--- config.mk ---
export PLATFORM = sky130hd
export DESIGN_NAME = dcache_maint_ctrl
export DESIGN_NICKNAME = d
export VERILOG_FILES = /design/src/rtl/cmaint_pkg.sv /design/src/rtl/cmaint_decode.sv /design/src/rtl/cmaint_zero_seq.sv /design/src/rtl/dcache_maint_ctrl.sv
export SDC_FILE = /design/constraint.sdc
export NUM_CORES = 1
export LEC_CHECK = 0
export BUFFER_PORTS_ARGS = -buffer_cell sky130_fd_sc_hd__buf_2
export CORE_ASPECT_RATIO = 0.7
export CORE_MARGIN = 5
export CORE_UTILIZATION = 45
export CTS_CLUSTER_DIAMETER = 50
export DETAILED_ROUTE_END_ITERATION = 16
export PLACE_DENSITY = 0.83
export SYNTH_ARGS = -nofsm -noshare
export SYNTH_HDL_FRONTEND = slang
export SYNTH_SLANG_ARGS = --single-unit
--- constraint.sdc ---
create_clock -name clk -period 3.2 [get_ports clk]
set_input_delay 0.48 -clock clk [delete_from_list [all_inputs] [get_ports clk]]
set_output_delay 0.48 -clock clk [all_outputs]
set_load 0.1 [all_outputs]
--- src/rtl/cmaint_pkg.sv ---
package cmaint_pkg;

    typedef enum logic [1:0] {
        OP_ZERO  = 2'b00,
        OP_CLEAN = 2'b01,
        OP_FLUSH = 2'b10,
        OP_NONE  = 2'b11
    } maint_op_e;

    typedef enum logic [1:0] {
        ST_IDLE,
        ST_ZERO,
        ST_WB
    } ctl_state_e;

    typedef enum logic {
        POST_CLEAN,
        POST_INVAL
    } wb_post_e;

    typedef struct packed {
        logic wt;
        logic ci;
        logic coh;
    } page_attr_t;

    typedef struct packed {
        logic     exc;
        logic     zero;
        logic     alloc;
        logic     bcast;
        logic     inval;
        logic     wb;
        wb_post_e post;
    } maint_plan_t;

    function automatic maint_plan_t plan_idle();
        maint_plan_t p;
        p = '{exc: 1'b0, zero: 1'b0, alloc: 1'b0, bcast: 1'b0,
              inval: 1'b0, wb: 1'b0, post: POST_CLEAN};
        return p;
    endfunction

endpackage

--- src/rtl/cmaint_decode.sv ---
module cmaint_decode
    import cmaint_pkg::*;
(
    input  maint_op_e   op,
    input  page_attr_t  attr,
    input  logic        bcast_en,
    input  logic        hit,
    input  logic        dirty,
    output maint_plan_t plan
);
    always_comb begin
        plan = plan_idle();
        unique case (op)
            OP_ZERO: begin
                if (attr.ci || attr.wt) begin
                    plan.exc = 1'b1;
                end else begin
                    plan.zero  = 1'b1;
                    plan.alloc = !hit;
                    plan.bcast = attr.coh;
                end
            end
            OP_CLEAN: begin
                if (hit && dirty) begin
                    plan.wb   = 1'b1;
                    plan.post = POST_CLEAN;
                end else begin
                    plan.bcast = bcast_en && attr.coh;
                end
            end
            OP_FLUSH: begin
                if (hit && dirty) begin
                    plan.wb   = 1'b1;
                    plan.post = POST_INVAL;
                end else if (hit) begin
                    plan.inval = 1'b1;
                end
            end
            default: plan = plan_idle();
        endcase
    end
endmodule

--- src/rtl/cmaint_zero_seq.sv ---
module cmaint_zero_seq #(
    parameter int WORDS = 8,
    localparam int IDX_W = (WORDS > 1) ? $clog2(WORDS) : 1
) (
    input  logic             clk,
    input  logic             rst,
    input  logic             start,
    output logic             we,
    output logic [IDX_W-1:0] idx,
    output logic             last
);
    localparam logic [IDX_W-1:0] LAST_IDX = IDX_W'(WORDS - 1);

    logic             active;
    logic [IDX_W-1:0] cnt;

    always_ff @(posedge clk) begin
        if (rst) begin
            active <= 1'b0;
            cnt    <= '0;
        end else if (start) begin
            active <= 1'b1;
            cnt    <= '0;
        end else if (active) begin
            if (cnt == LAST_IDX) begin
                active <= 1'b0;
                cnt    <= '0;
            end else begin
                cnt <= cnt + 1'b1;
            end
        end
    end

    assign we   = active;
    assign idx  = cnt;
    assign last = active && (cnt == LAST_IDX);

    AST_START_WHEN_IDLE: assert property (@(posedge clk) disable iff (rst)
        start |-> !active);
endmodule

--- src/rtl/dcache_maint_ctrl.sv ---
module dcache_maint_ctrl
    import cmaint_pkg::*;
#(
    parameter int ADDR_W     = 32,
    parameter int LINE_BYTES = 32,
    parameter int WORD_W     = 32,
    localparam int WORDS     = LINE_BYTES * 8 / WORD_W,
    localparam int IDX_W     = (WORDS > 1) ? $clog2(WORDS) : 1
) (
    input  logic              clk,
    input  logic              rst,
    input  logic              cmd_valid,
    input  logic [1:0]        cmd_op,
    input  logic [ADDR_W-1:0] cmd_addr,
    input  logic              pg_wt,
    input  logic              pg_ci,
    input  logic              pg_coh,
    input  logic              bcast_en,
    input  logic              lk_hit,
    input  logic              lk_dirty,
    output logic              busy,
    output logic [ADDR_W-1:0] line_addr,
    output logic              line_alloc,
    output logic              line_set_dirty,
    output logic              line_inval,
    output logic              line_clean,
    output logic              word_we,
    output logic [IDX_W-1:0]  word_idx,
    output logic [WORD_W-1:0] word_data,
    output logic              wb_req,
    input  logic              wb_ack,
    output logic              bcast_req,
    output logic              align_exc
);
    localparam logic [ADDR_W-1:0] OFF_MASK = ADDR_W'(LINE_BYTES - 1);
    localparam logic [IDX_W-1:0]  LAST_IDX = IDX_W'(WORDS - 1);

    ctl_state_e  state;
    maint_plan_t plan;
    page_attr_t  attr;
    wb_post_e    post_q;
    logic        accept;
    logic        seq_last;
    logic        alloc_q, bcast_q, inval_q, clean_q, exc_q;
    logic [ADDR_W-1:0] addr_q;

    assign attr   = '{wt: pg_wt, ci: pg_ci, coh: pg_coh};
    assign accept = cmd_valid && (state == ST_IDLE);

    cmaint_decode u_decode (
        .op       (maint_op_e'(cmd_op)),
        .attr     (attr),
        .bcast_en (bcast_en),
        .hit      (lk_hit),
        .dirty    (lk_dirty),
        .plan     (plan)
    );

    cmaint_zero_seq #(.WORDS(WORDS)) u_zero_seq (
        .clk   (clk),
        .rst   (rst),
        .start (accept && plan.zero),
        .we    (word_we),
        .idx   (word_idx),
        .last  (seq_last)
    );

    always_ff @(posedge clk) begin
        if (rst) begin
            state   <= ST_IDLE;
            addr_q  <= '0;
            post_q  <= POST_CLEAN;
            alloc_q <= 1'b0;
            bcast_q <= 1'b0;
            inval_q <= 1'b0;
            clean_q <= 1'b0;
            exc_q   <= 1'b0;
        end else begin
            alloc_q <= 1'b0;
            bcast_q <= 1'b0;
            inval_q <= 1'b0;
            clean_q <= 1'b0;
            exc_q   <= 1'b0;
            unique case (state)
                ST_IDLE: begin
                    if (accept) begin
                        addr_q  <= cmd_addr & ~OFF_MASK;
                        post_q  <= plan.post;
                        exc_q   <= plan.exc;
                        alloc_q <= plan.alloc;
                        bcast_q <= plan.bcast;
                        inval_q <= plan.inval;
                        if (plan.zero)    state <= ST_ZERO;
                        else if (plan.wb) state <= ST_WB;
                    end
                end
                ST_ZERO: begin
                    if (seq_last) state <= ST_IDLE;
                end
                ST_WB: begin
                    if (wb_ack) begin
                        state   <= ST_IDLE;
                        clean_q <= (post_q == POST_CLEAN);
                        inval_q <= (post_q == POST_INVAL);
                    end
                end
                default: state <= ST_IDLE;
            endcase
        end
    end

    assign busy           = (state != ST_IDLE);
    assign line_addr      = addr_q;
    assign line_alloc     = alloc_q;
    assign line_inval     = inval_q;
    assign line_clean     = clean_q;
    assign bcast_req      = bcast_q;
    assign align_exc      = exc_q;
    assign wb_req         = (state == ST_WB);
    assign word_data      = '0;
    assign line_set_dirty = seq_last;

    AST_EXC_QUIET: assert property (@(posedge clk) disable iff (rst)
        align_exc |-> !busy && !line_alloc && !word_we && !bcast_req);
    AST_ALLOC_FIRST: assert property (@(posedge clk) disable iff (rst)
        line_alloc |-> word_we && (word_idx == '0));
    AST_DIRTY_LAST: assert property (@(posedge clk) disable iff (rst)
        line_set_dirty |-> word_we && (word_idx == LAST_IDX));
    AST_WB_HOLD: assert property (@(posedge clk) disable iff (rst)
        wb_req && !wb_ack |=> wb_req);
    AST_WB_FINISH: assert property (@(posedge clk) disable iff (rst)
        wb_req && wb_ack |=> !busy && (line_clean != line_inval));
    AST_NO_OVERLAP: assert property (@(posedge clk) disable iff (rst)
        !(wb_req && word_we));
    AST_LINE_ALIGNED: assert property (@(posedge clk) disable iff (rst)
        (line_addr & OFF_MASK) == '0);
endmodule

# After elaboration in Yosys (flattened, before gate mapping)
# Index checks and enable logic that the tools add are counted.
[word_totals]
in_bits = 44
ff_bits = 39
[classes]
muxes = 24
n_reduce_logical = 17
n_addsub = 1
n_bitwise = 6
n_eq_ne = 9
[ops]
columns = ["operator", "n"]
rows = [
  ["$mux W2", 8],
  ["$mux W1", 10],
  ["$mux W3", 2],
  ["$not A1 Y1", 6],
  ["$pmux W2 S3", 1],
  ["$reduce_or A3 Y1", 2],
  ["$logic_and A1 B1 Y1", 5],
  ["$reduce_or A5 Y1", 1],
  ["$eq A2 B1 Y1 const B", 2],
  ["$eq A2 B2 Y1 const B", 2],
  ["$logic_not A2 Y1", 2],
  ["$ne A2 B2 Y1 const B", 2],
  ["$pmux W1 S2", 2],
  ["$pmux W2 S2", 1],
  ["$reduce_and A4 Y1", 1],
  ["$reduce_or A4 Y1", 1],
  ["$add A3 B1 Y3 const B", 1],
  ["$eq A3 B3 Y1 const B", 1],
  ["$ne A3 B3 Y1 const B", 1],
  ["$ne A2 B1 Y1 const B", 1],
  ["$reduce_and A2 Y1", 1],
  ["$reduce_bool A2 Y1", 1],
  ["$reduce_or A2 Y1", 1],
  ["$logic_not A1 Y1", 1],
  ["$logic_or A1 B1 Y1", 1],
]

# Logic depth before layout (Yosys ltp)
# Gate-level depths: netlist (run 1).
[depth]
ltp_word = 7
ltp_mapped = 5

# Cells and area by module
# A second synthesis (run 1) with hierarchy kept.
[unflattened]
hier_cells = 221
area_unflattened_um2 = 2145.8
[by_module_without_submodules]
columns = ["mod", "area_per_inst_um2", "instances", "seq_area_each_um2", "cells_per_inst"]
rows = [
  ["dcache_maint_ctrl", 1813.0, 1, 700.7, 185],
  ["cmaint_zero_seq", 203.9, 1, 80.1, 19],
  ["cmaint_decode", 128.9, 1, 0.0, 17],
]

# Worst setup path before layout (run 1)
# OpenSTA, ideal clock, no wires.
[synth_timing]
path_kind = "register -> register"
start = "register u_zero_seq.cnt[0] (netlist: u_zero_seq.idx[0])"
end = "register state[1]"
setup_time_ns = 0.120
period_less_slack_ns = 2.781
t_arrival_ns = 2.661
t_required_ns = 3.080
stages_incl_launch_ff = 6
path_buffers = 0
path_slack_ns = 0.419
cell_sequence = "dfxtp_1 -> ha_1 -> ha_1 -> and2_1 -> o22ai_1 -> o31a_1"
[synth_via]
elab_chain_len = 4
[synth_lines]
columns = ["item", "line_no", "text"]
rows = [
  ["from (decl)", "cmaint_zero_seq.sv:15", "logic [IDX_W-1:0] cnt;"],
  ["from (signal assigned)", "cmaint_zero_seq.sv:29", "cnt <= cnt + 1'b1;"],
  ["$eq A3 B3 Y1", "cmaint_zero_seq.sv:36", "assign last = active && (cnt == LAST_IDX);"],
  ["$logic_and A1 B1 Y1", "cmaint_zero_seq.sv:36", ""],
  ["named net line_set_dirty", "dcache_maint_ctrl.sv:24", "output logic line_set_dirty,"],
  ["$ne A2 B2 Y1 (no line)", "n/a", ""],
  ["$reduce_and A4 Y1 (no line)", "n/a", ""],
  ["to (signal assigned)", "dcache_maint_ctrl.sv:70", "state <= ST_IDLE;"],
  ["to (signal assigned)", "dcache_maint_ctrl.sv:93", "if (plan.zero) state <= ST_ZERO;"],
  ["to (signal assigned)", "dcache_maint_ctrl.sv:94", "else if (plan.wb) state <= ST_WB;"],
  ["to (decl)", "dcache_maint_ctrl.sv:38", "ctl_state_e state;"],
]
# The timed path passes the listed nets, and every way through them passes these cells.
# A chain may end at the register's enable or synchronous reset.

# Worst setup path in the final report (run 1)
[layout_timing]
start = "register u_zero_seq.cnt[0] (netlist: u_zero_seq.idx[0])"
end = "output line_set_dirty"
[layout_via]
elab_chain_len = 2
[layout_lines]
columns = ["item", "line_no"]
rows = [
  ["$eq A3 B3 Y1", "cmaint_zero_seq.sv:36"],
  ["$logic_and A1 B1 Y1", "cmaint_zero_seq.sv:36"],
  ["to (decl)", "dcache_maint_ctrl.sv:24"],
]
# No other way between the ends.

==> results of run 1 <==
## layout make-up
cell class | count | area, um2
clock buffer | 6 | 72.6
timing repair buffer | 78 | 393
multi-input combinational | 166 | 837
clock inverter | 2 | 12.5
fill | 397 | 1750
sequential | 39 | 781
tap | 52 | 65.1
inverter | 4 | 15.0
## power by group through the flow
stage | clock [uW] | sequential [uW] | combinational, uW
4_1_cts | 331 | 521 | 477
5_1_grt | 358 | 524 | 494
2_1_floorplan | 0 | 694 | 292
3_5_place_dp | 0 | 532 | 477
6_report | 312 | 521 | 477
3_3_place_gp | 0 | 531 | 475
## kinds of logic after synthesis
| group | count (synthesis) | synth area share, % |
|---|---|---|
| fa+ha+maj | 5 | 3.42 |
| buf+inv | 53 | 19.2 |
| mux | 3 | 1.64 |
| compound gates | 36 | 10.5 |
| simple gates | 85 | 22.3 |
| flops | 39 | 42.7 |
| other cells | 1 | 0.205 |
## worst max-delay path by stage
stage,endpoint,start,slack (ps)
6_report,line_set_dirty,u_zero_seq.idx[0],1090
3_5_place_dp,u_zero_seq.idx[0],cmd_valid,1120
5_1_grt,line_set_dirty,u_zero_seq.idx[0],960
3_3_place_gp,u_zero_seq.idx[1],cmd_valid,1150
4_1_cts,line_set_dirty,u_zero_seq.idx[0],1040
2_1_floorplan,state[1],u_zero_seq.idx[0],420
## routing by layer
| metal | part of all wire (%) | track usage [%] |
|---|---|---|
| met5 | 0 | 0 |
| met4 | 0.15 | 2.96 |
| met3 | 11 | 6.64 |
| met2 | 43 | 21.3 |
| met1 | 46 | 17.4 |
## worst reg2reg max path, stage by stage (launching register included)
cell and delay [ps]:
sky130_fd_sc_hd__dfxtp_1 490, sky130_fd_sc_hd__or3b_1 900, sky130_fd_sc_hd__nor2_1 220, sky130_fd_sc_hd__nor3_1 240
## Yosys cell counts (4+ instances only)
| master | n |
|---|---|
| sky130_fd_sc_hd__buf_4 | 37 |
| sky130_fd_sc_hd__a21oi_1 | 29 |
| sky130_fd_sc_hd__clkbuf_1 | 7 |
| sky130_fd_sc_hd__nand2b_1 | 4 |
| sky130_fd_sc_hd__buf_2 | 4 |
| sky130_fd_sc_hd__inv_1 | 4 |
| sky130_fd_sc_hd__dfxtp_1 | 39 |
| sky130_fd_sc_hd__ha_1 | 5 |
| sky130_fd_sc_hd__nor3_1 | 6 |
| sky130_fd_sc_hd__nand2_1 | 57 |
## metrics by stage
stage	std cells	power, uW	cell area [um2]	util [%]	hold slack, ps
global placement	339	1010	2090	53.3	439
CTS	347	1330	2180	55.5	392
global route	347	1380	2180	55.5	384
detailed placement	339	1010	2090	53.3	442
finish	347	1310	2180	55.5	413
floorplan	258	986	1960	-	424
==> metrics, run 1 <==
count of maximum capacitance violations=0; most frequent cell on the critical path=sky130_fd_sc_hd__ha_1; via density per instance=4.39; routed length per placed instance=~12 um; Starting Density=46.6%; Switching Share=around 45%; TritonCTS clock tree=done; maximum clock skew at final layout=3.21 ps; depth of the critical timing path with buffers and inverters included=4; Buf+Inv Stages, Crit Path=1; number of DRC violations after detailed-routing iteration 0=42; vias in the first global route=1,320; proportion of layout cells with a drive suffix above 1=30.2%; CP Data Required Time=approximately 2700 ps; worst hold path startpoint=lk_hit; I/O pin total=120; reported net switching power=~590 uW; site row count=19; number of buffers inserted by hold repair at cts=0; number of nets in the finished design=between 300 and 400; endpoint of the worst hold-timing path=line_alloc; Relative slew margins=a little over a quarter; DRC violation count after routing=0; number of max-slew violations in the final report=0; share of the synthesized area in the top cell type=42.7%; Chip Width=~86 um; most common cell after layout, fill and taps aside=sky130_fd_sc_hd__buf_2; setup repair after global routing missed its margin=false; root buffer selected by CTS=sky130_fd_sc_hd__clkbuf_8; Max IR drop VDD=between 300 and 400 uV; wire length of the first global-routing pass=between 6000 and 7000 um; number of library cell types mapped by synthesis=31; global router's overall resource usage=~14%; overall overflow remaining after global route=0; Static Leak=between 0.001 and 0.0015 uW; largest net degree at the start of global routing=40; predominant post-synthesis flop cell=sky130_fd_sc_hd__dfxtp_1; most frequent cells in the layout=77 x sky130_fd_sc_hd__buf_2, 57 x sky130_fd_sc_hd__nand2_1, 39 x sky130_fd_sc_hd__dfxtp_1; Worst Setup Path Type=reg2out; maximum cell stage delay along the critical path=around 440 ps; CTS clock-pin slew for the worst setup and hold paths=approximately 70 ps; destination of the worst register-to-register timing path=u_zero_seq.idx[0]; Warnings, synthesis=0; Final Cycle Share=between 60% and 70%; synthesized instance count=222; area added between synthesis and finish=19.1%; Antenna diodes=0; gpl congestion=just under 0.8; cell area power density=roughly 600 nW/um2; number of post-CTS setup repair buffers=0; vertical die dimension=between 60 and 70 um; number of clock buffers inserted by TritonCTS=5; critical-path cell with the highest stage delay=sky130_fd_sc_hd__buf_2; post-place setup slack=roughly 1100 ps; hold crit path type=in2reg; area of the core region=about 3900 um2; final-report setup violation count=0; die area=about 5500 um2; sequential fraction of the synthesis area=a little over two fifths; count of flip-flops with a built-in enable after synthesis=0; Resized Gates After CTS=0; flop-to-flop setup slack=~1300 ps; nature of the critical path startpoint=flip-flop; number of detailed-route iterations in the first pass=4; setup TNS after final layout=0 ps; total standard cell area after synthesis=between 1500 and 2000 um2; routed via count=about 1,500; actual slew at the worst max-slew pin=between 1000 and 1500 ps; leading post-synthesis cells by cell area=sky130_fd_sc_hd__dfxtp_1 43%, sky130_fd_sc_hd__buf_4 15%, sky130_fd_sc_hd__nand2_1 12%, sky130_fd_sc_hd__a21oi_1 7.9%, sky130_fd_sc_hd__ha_1 3.4%; Clock Sinks=39; final period demand of the worst path=approximately 2100 ps; Hold Fails Final Rpt=0; origin of the critical flop-to-flop path=state[0]; critical path peak fanout=4; dominant delay contributor by cell family on the critical path=buffers and inverters; mean area per synthesized cell=slightly above 8 um2; Seq pwr share=39.7%; buffer depth of the longest clock path=2; clk_lat worst skew=between 200 and 300 ps; sum of routed wire length over all layers=roughly 4000 um; result of the run=finished clean; timing-limited maximum frequency=~0.47 GHz; chain of cells forming the critical path=ha_1, ha_1, and2_1, buf_2; count of buffers from port buffering=between 70 and 80; combinational fraction of design power=36.4%; number of flip-flops under the largest register name=27; post-synthesis async set-or-reset flop share=0%; data arrival time of the critical path=1630 ps; critical path capture point type=output port; worst hold stages=2; area leader, netlist=sky130_fd_sc_hd__dfxtp_1; htree depth=2; antenna violation net count after detailed routing=0; HPWL reported at the end of detailed placement=a little over 3000 um; clock share of power=between 20% and 30%; antenna violations before repair=0; FF+latch count, synth=39; cell-internal power=between 700 and 800 uW; fin worst setup slack=1090 ps; number of cells traversed by the worst register-to-register path=3
(Power assumes the default switching activity.)
==> inputs of run 2 (changes only) <==
Settings changed: CORE_UTILIZATION 45 to 42, PLACE_DENSITY 0.83 to 0.78.
Clock period 3.2 ns to 2.1 ns, I/O delays scaled along.
==> metrics, run 2 (synthesized netlist as in run 1, its figures left out) <==
result of the run=finished clean; number of clock buffers inserted by TritonCTS=5; area of the core region=around 4300 um2; Hold Fails Final Rpt=0; setup repair after global routing missed its margin=false; final instance count without filler cells=about 350; number of flip-flops under the largest register name=27; worst hold path startpoint=lk_hit; Placed Instances=344; critical path capture point type=output port; Static Leak=roughly 0.0011 uW; final period demand of the worst path=between 1500 and 2000 ps; number of DRC violations after detailed-routing iteration 0=between 50 and 60; critical path peak fanout=4; largest net degree at the start of global routing=40; Final Cycle Share=around 90%; routed length per placed instance=approximately 12 um; TritonCTS clock tree=done; hold crit path type=in2reg; antenna violation net count after detailed routing=0; Max IR drop VDD=roughly 430 uV; Starting Density=a little over two fifths; area added between synthesis and finish=22.3%; Antenna diodes=0; fin worst setup slack=between 200 and 250 ps; Worst Setup Path Type=reg2out; timing-limited maximum frequency=roughly 0.53 GHz; site row count=20; gpl congestion=0.756; most common cell after layout, fill and taps aside=sky130_fd_sc_hd__buf_2; smallest hold slack=roughly 240 ps; root buffer selected by CTS=sky130_fd_sc_hd__clkbuf_8; sum of routed wire length over all layers=4130 um; maximum clock skew at final layout=approximately 5.7 ps; most frequent cells in the layout=77 x sky130_fd_sc_hd__buf_2, 57 x sky130_fd_sc_hd__nand2_1, 37 x sky130_fd_sc_hd__conb_1; HPWL reported at the end of detailed placement=around 3200 um; number of detailed-route iterations in the first pass=4; Clock Sinks=39; I/O pin total=between 100 and 150; Chip Width=between 80 and 90 um; actual slew at the worst max-slew pin=~730 ps; htree depth=2; number of nets in the finished design=~350; clk_lat worst skew=about 280 ps; count of maximum capacitance violations=0; vias in the first global route=~1,400; via density per instance=between 4 and 5; overall overflow remaining after global route=0; proportion of layout cells with a drive suffix above 1=roughly a third; Relative slew margins=between 50% and 60%; routed via count=roughly 1,600; count of buffers from port buffering=77; wire length of the first global-routing pass=around 6200 um; antenna violations before repair=0; number of buffers inserted by hold repair at cts=0; CP Data Required Time=between 1500 and 2000 ps; number of post-CTS setup repair buffers=0; setup TNS after final layout=0 ps; nature of the critical path startpoint=flip-flop; overall power consumption=around 2200 uW; buffer depth of the longest clock path=2; cell area power density=about 960 nW/um2; Crit. Startpoint=u_zero_seq.idx[0]; post-place setup slack=roughly 390 ps; data arrival time of the critical path=~1600 ps; flop-to-flop setup slack=around 410 ps; global router's overall resource usage=~14%; vertical die dimension=65.2 um; number of max-slew violations in the final report=0; DRC violation count after routing=0; origin of the critical flop-to-flop path=state[1]; Resized Gates After CTS=0; # fillers=around 440; CTS clock-pin slew for the worst setup and hold paths=about 70 ps; die area=approximately 5800 um2; final-report setup violation count=0
-- run 2: worst paths after layout --
check | endpoint | cells past startpoint
worst max register to register | bcast_req | 3
worst min register to register | line_addr[24] | 2
worst max-delay path | line_set_dirty | 4
worst min-delay path | line_alloc | 2
-- run 2: final cells by class --
cell class	instances	area, um2	share of cell area (%)
clock buffer	6	82.6	3.70
sequential	39	786	35.2
clock inverter	2	35.0	1.57
tap	55	68.8	3.08
inverter	4	15.0	0.672
timing repair buffer	80	408	18.3
multi-input combinational	166	840	37.6
-- run 2: per-layer routing --
layer  routed length, um  track usage [%]  part of all wire (%)  vias to the layer above
met1                1770             17.2                    43                      690
met4                  31             3.96                  0.75                        0
li1                    -                -                     -                      795
met2                1860             21.0                    45                       64
met3                 466             5.64                    11                        5
met5                   0                0                     0                        -
-- run 2: worst max-delay path, stage by stage (launching register included) --
cell                      delay [ps]
sky130_fd_sc_hd__dfxtp_2         350
sky130_fd_sc_hd__ha_1            150
sky130_fd_sc_hd__ha_1            200
sky130_fd_sc_hd__and2_4          170
sky130_fd_sc_hd__buf_2           420
-- run 2: power by group --
group	internal (uW)	leakage, uW	switching [uW]	total [uW]
logic	88.6	0.000753	643	732
clock network	384	0.0000612	245	629
registers	775	0.000321	19.0	794
total	1250	0.00114	907	2160
-- run 2: per-stage QoR --
stage                     util [%]  instance area (um2)
after floorplan                  -                 1970
after global placement        49.5                 2120
after detailed placement      49.5                 2120
after CTS                     52.2                 2230
after global routing          52.2                 2230
final                         52.2                 2230
==> inputs of run 3 (changes only) <==
Settings changed: PLACE_DENSITY 0.78 to 0.8.
==> metrics, run 3 (synthesized netlist as in run 1, its figures left out) <==
result of the run=finished clean; antenna violations before repair=0; final-report setup violation count=0; setup TNS after final layout=0 ps; flop-to-flop setup slack=around 640 ps; area added between synthesis and finish=22.7%; most frequent cells in the layout=77 x sky130_fd_sc_hd__buf_2, 57 x sky130_fd_sc_hd__nand2_1, 37 x sky130_fd_sc_hd__conb_1; number of DRC violations after detailed-routing iteration 0=84; most common cell after layout, fill and taps aside=sky130_fd_sc_hd__buf_2; wire length of the first global-routing pass=6070 um; setup repair after global routing missed its margin=false; number of flip-flops under the largest register name=27; destination of the worst register-to-register timing path=u_zero_seq.idx[0]; Max IR drop VDD=around 440 uV; HPWL reported at the end of detailed placement=3210 um; CTS clock-pin slew for the worst setup and hold paths=about 80 ps; overall overflow remaining after global route=0; Hold Fails Final Rpt=0; Worst Setup Path Type=reg2out; overall power consumption=between 2000 and 2500 uW; most frequent cell on the critical path=sky130_fd_sc_hd__ha_1; Resized Gates After CTS=0; Antenna diodes=0; TritonCTS clock tree=done; chain of cells forming the critical path=ha_1, ha_1, and2_4, buf_2; number of post-CTS setup repair buffers=0; Static Leak=around 0.0011 uW; number of cells traversed by the worst register-to-register path=4; vias in the first global route=roughly 1,300; worst hold stages=2; root buffer selected by CTS=sky130_fd_sc_hd__clkbuf_8; maximum clock skew at final layout=slightly above 5 ps; I/O pin total=120; placed cell areas=around 2100 um2; site row count=20; clk_lat worst skew=280 ps; global router's overall resource usage=between 10% and 20%; count of buffers from port buffering=between 70 and 80; cell area power density=about 970 nW/um2; critical-path cell with the highest stage delay=sky130_fd_sc_hd__buf_2; hold crit path type=in2reg; data arrival time of the critical path=about 1600 ps; antenna violation net count after detailed routing=0; number of buffers inserted by hold repair at cts=0; final period demand of the worst path=1930 ps; dominant delay contributor by cell family on the critical path=buffers and inverters; CP Data Required Time=1780 ps; endpoint of the worst hold-timing path=line_alloc; origin of the critical flop-to-flop path=state[1]; DRC violation count after routing=0; Relative slew margins=roughly half; routed length per placed instance=11.8 um; number of detailed-route iterations in the first pass=4; number of clock buffers inserted by TritonCTS=5; number of nets in the finished design=346; htree depth=2; worst hold path startpoint=lk_hit; final core utilization=52.4%; Chip Width=88.8 um; buffer depth of the longest clock path=2; critical path capture point type=output port; sum of routed wire length over all layers=4170 um; count of maximum capacitance violations=0; number of max-slew violations in the final report=0; Clock Sinks=39; maximum cell stage delay along the critical path=430 ps; Final Cycle Share=a little over 90%; die area=5790 um2; critical path peak fanout=4; routed via count=1,577; Starting Density=around 43%; nature of the critical path startpoint=flip-flop; via density per instance=roughly 4.5; timing-limited maximum frequency=0.518 GHz; proportion of layout cells with a drive suffix above 1=around 33%; post-route design area=roughly 2200 um2; gpl congestion=0.772; area of the core region=4280 um2; vertical die dimension=roughly 65 um; actual slew at the worst max-slew pin=around 750 ps; Buf+Inv Stages, Crit Path=1; largest net degree at the start of global routing=40
-- run 3: cell count changes in the layout (fill, tap and decap cells not counted), sizes merged --
cell,previous run,this run
buf,80,81
-- run 3: through the flow --
step	setup slack (ps)	hold WS (ps)	instances
after global routing	69.2	241	353
after global placement	504	439	345
after CTS	136	226	353
after floorplan	166	393	258
final	169	244	353
after detailed placement	456	444	345
-- run 3: worst max path at each step --
stage                       from           endpoint  slack (ps)  cells after the start
2_1_floorplan  u_zero_seq.idx[0]           state[1]         170                      5
5_1_grt        u_zero_seq.idx[0]     line_set_dirty          70                      4
3_3_place_gp           cmd_op[0]  u_zero_seq.idx[1]         500                      6
4_1_cts        u_zero_seq.idx[0]     line_set_dirty         140                      4
6_report       u_zero_seq.idx[0]     line_set_dirty         170                      4
3_5_place_dp           cmd_op[0]  u_zero_seq.idx[1]         460                      6
-- run 3: worst reg2reg max path, delay by kind of cell (launching register included) --
family	cells	cell delay (ps)
buffers and inverters	1	210
DFF	1	380
and+or+nand+nor	3	710
-- run 3: power by group --
group | internal (uW) | total (uW) | leakage (uW) | switching, uW
combinational | 90.5 | 736 | 0.000758 | 646
clock | 384 | 635 | 0.0000612 | 250
sequential | 775 | 793 | 0.000321 | 17.8
-- run 3: final cells by class --
| type | instances | area [um2] |
|---|---|---|
| repair buffers | 81 | 415 |
| clock buffers | 6 | 82.6 |
| well taps | 55 | 68.8 |
| multi-input cells | 166 | 840 |
| flip-flops and latches | 39 | 786 |
| clock inverters | 2 | 35.0 |
| inverters | 4 | 15.0 |
| fillers | 455 | 2040 |
-- run 3: metal layers --
layer	vias to the layer above	wire, um	GRT usage (%)	share of wire (%)
met3	7	544	6.14	13
met2	68	1860	21.2	45
met5	-	0	0	0
met4	0	46	3.96	1.1
met1	707	1720	16.8	41
li1	795	-	-	-
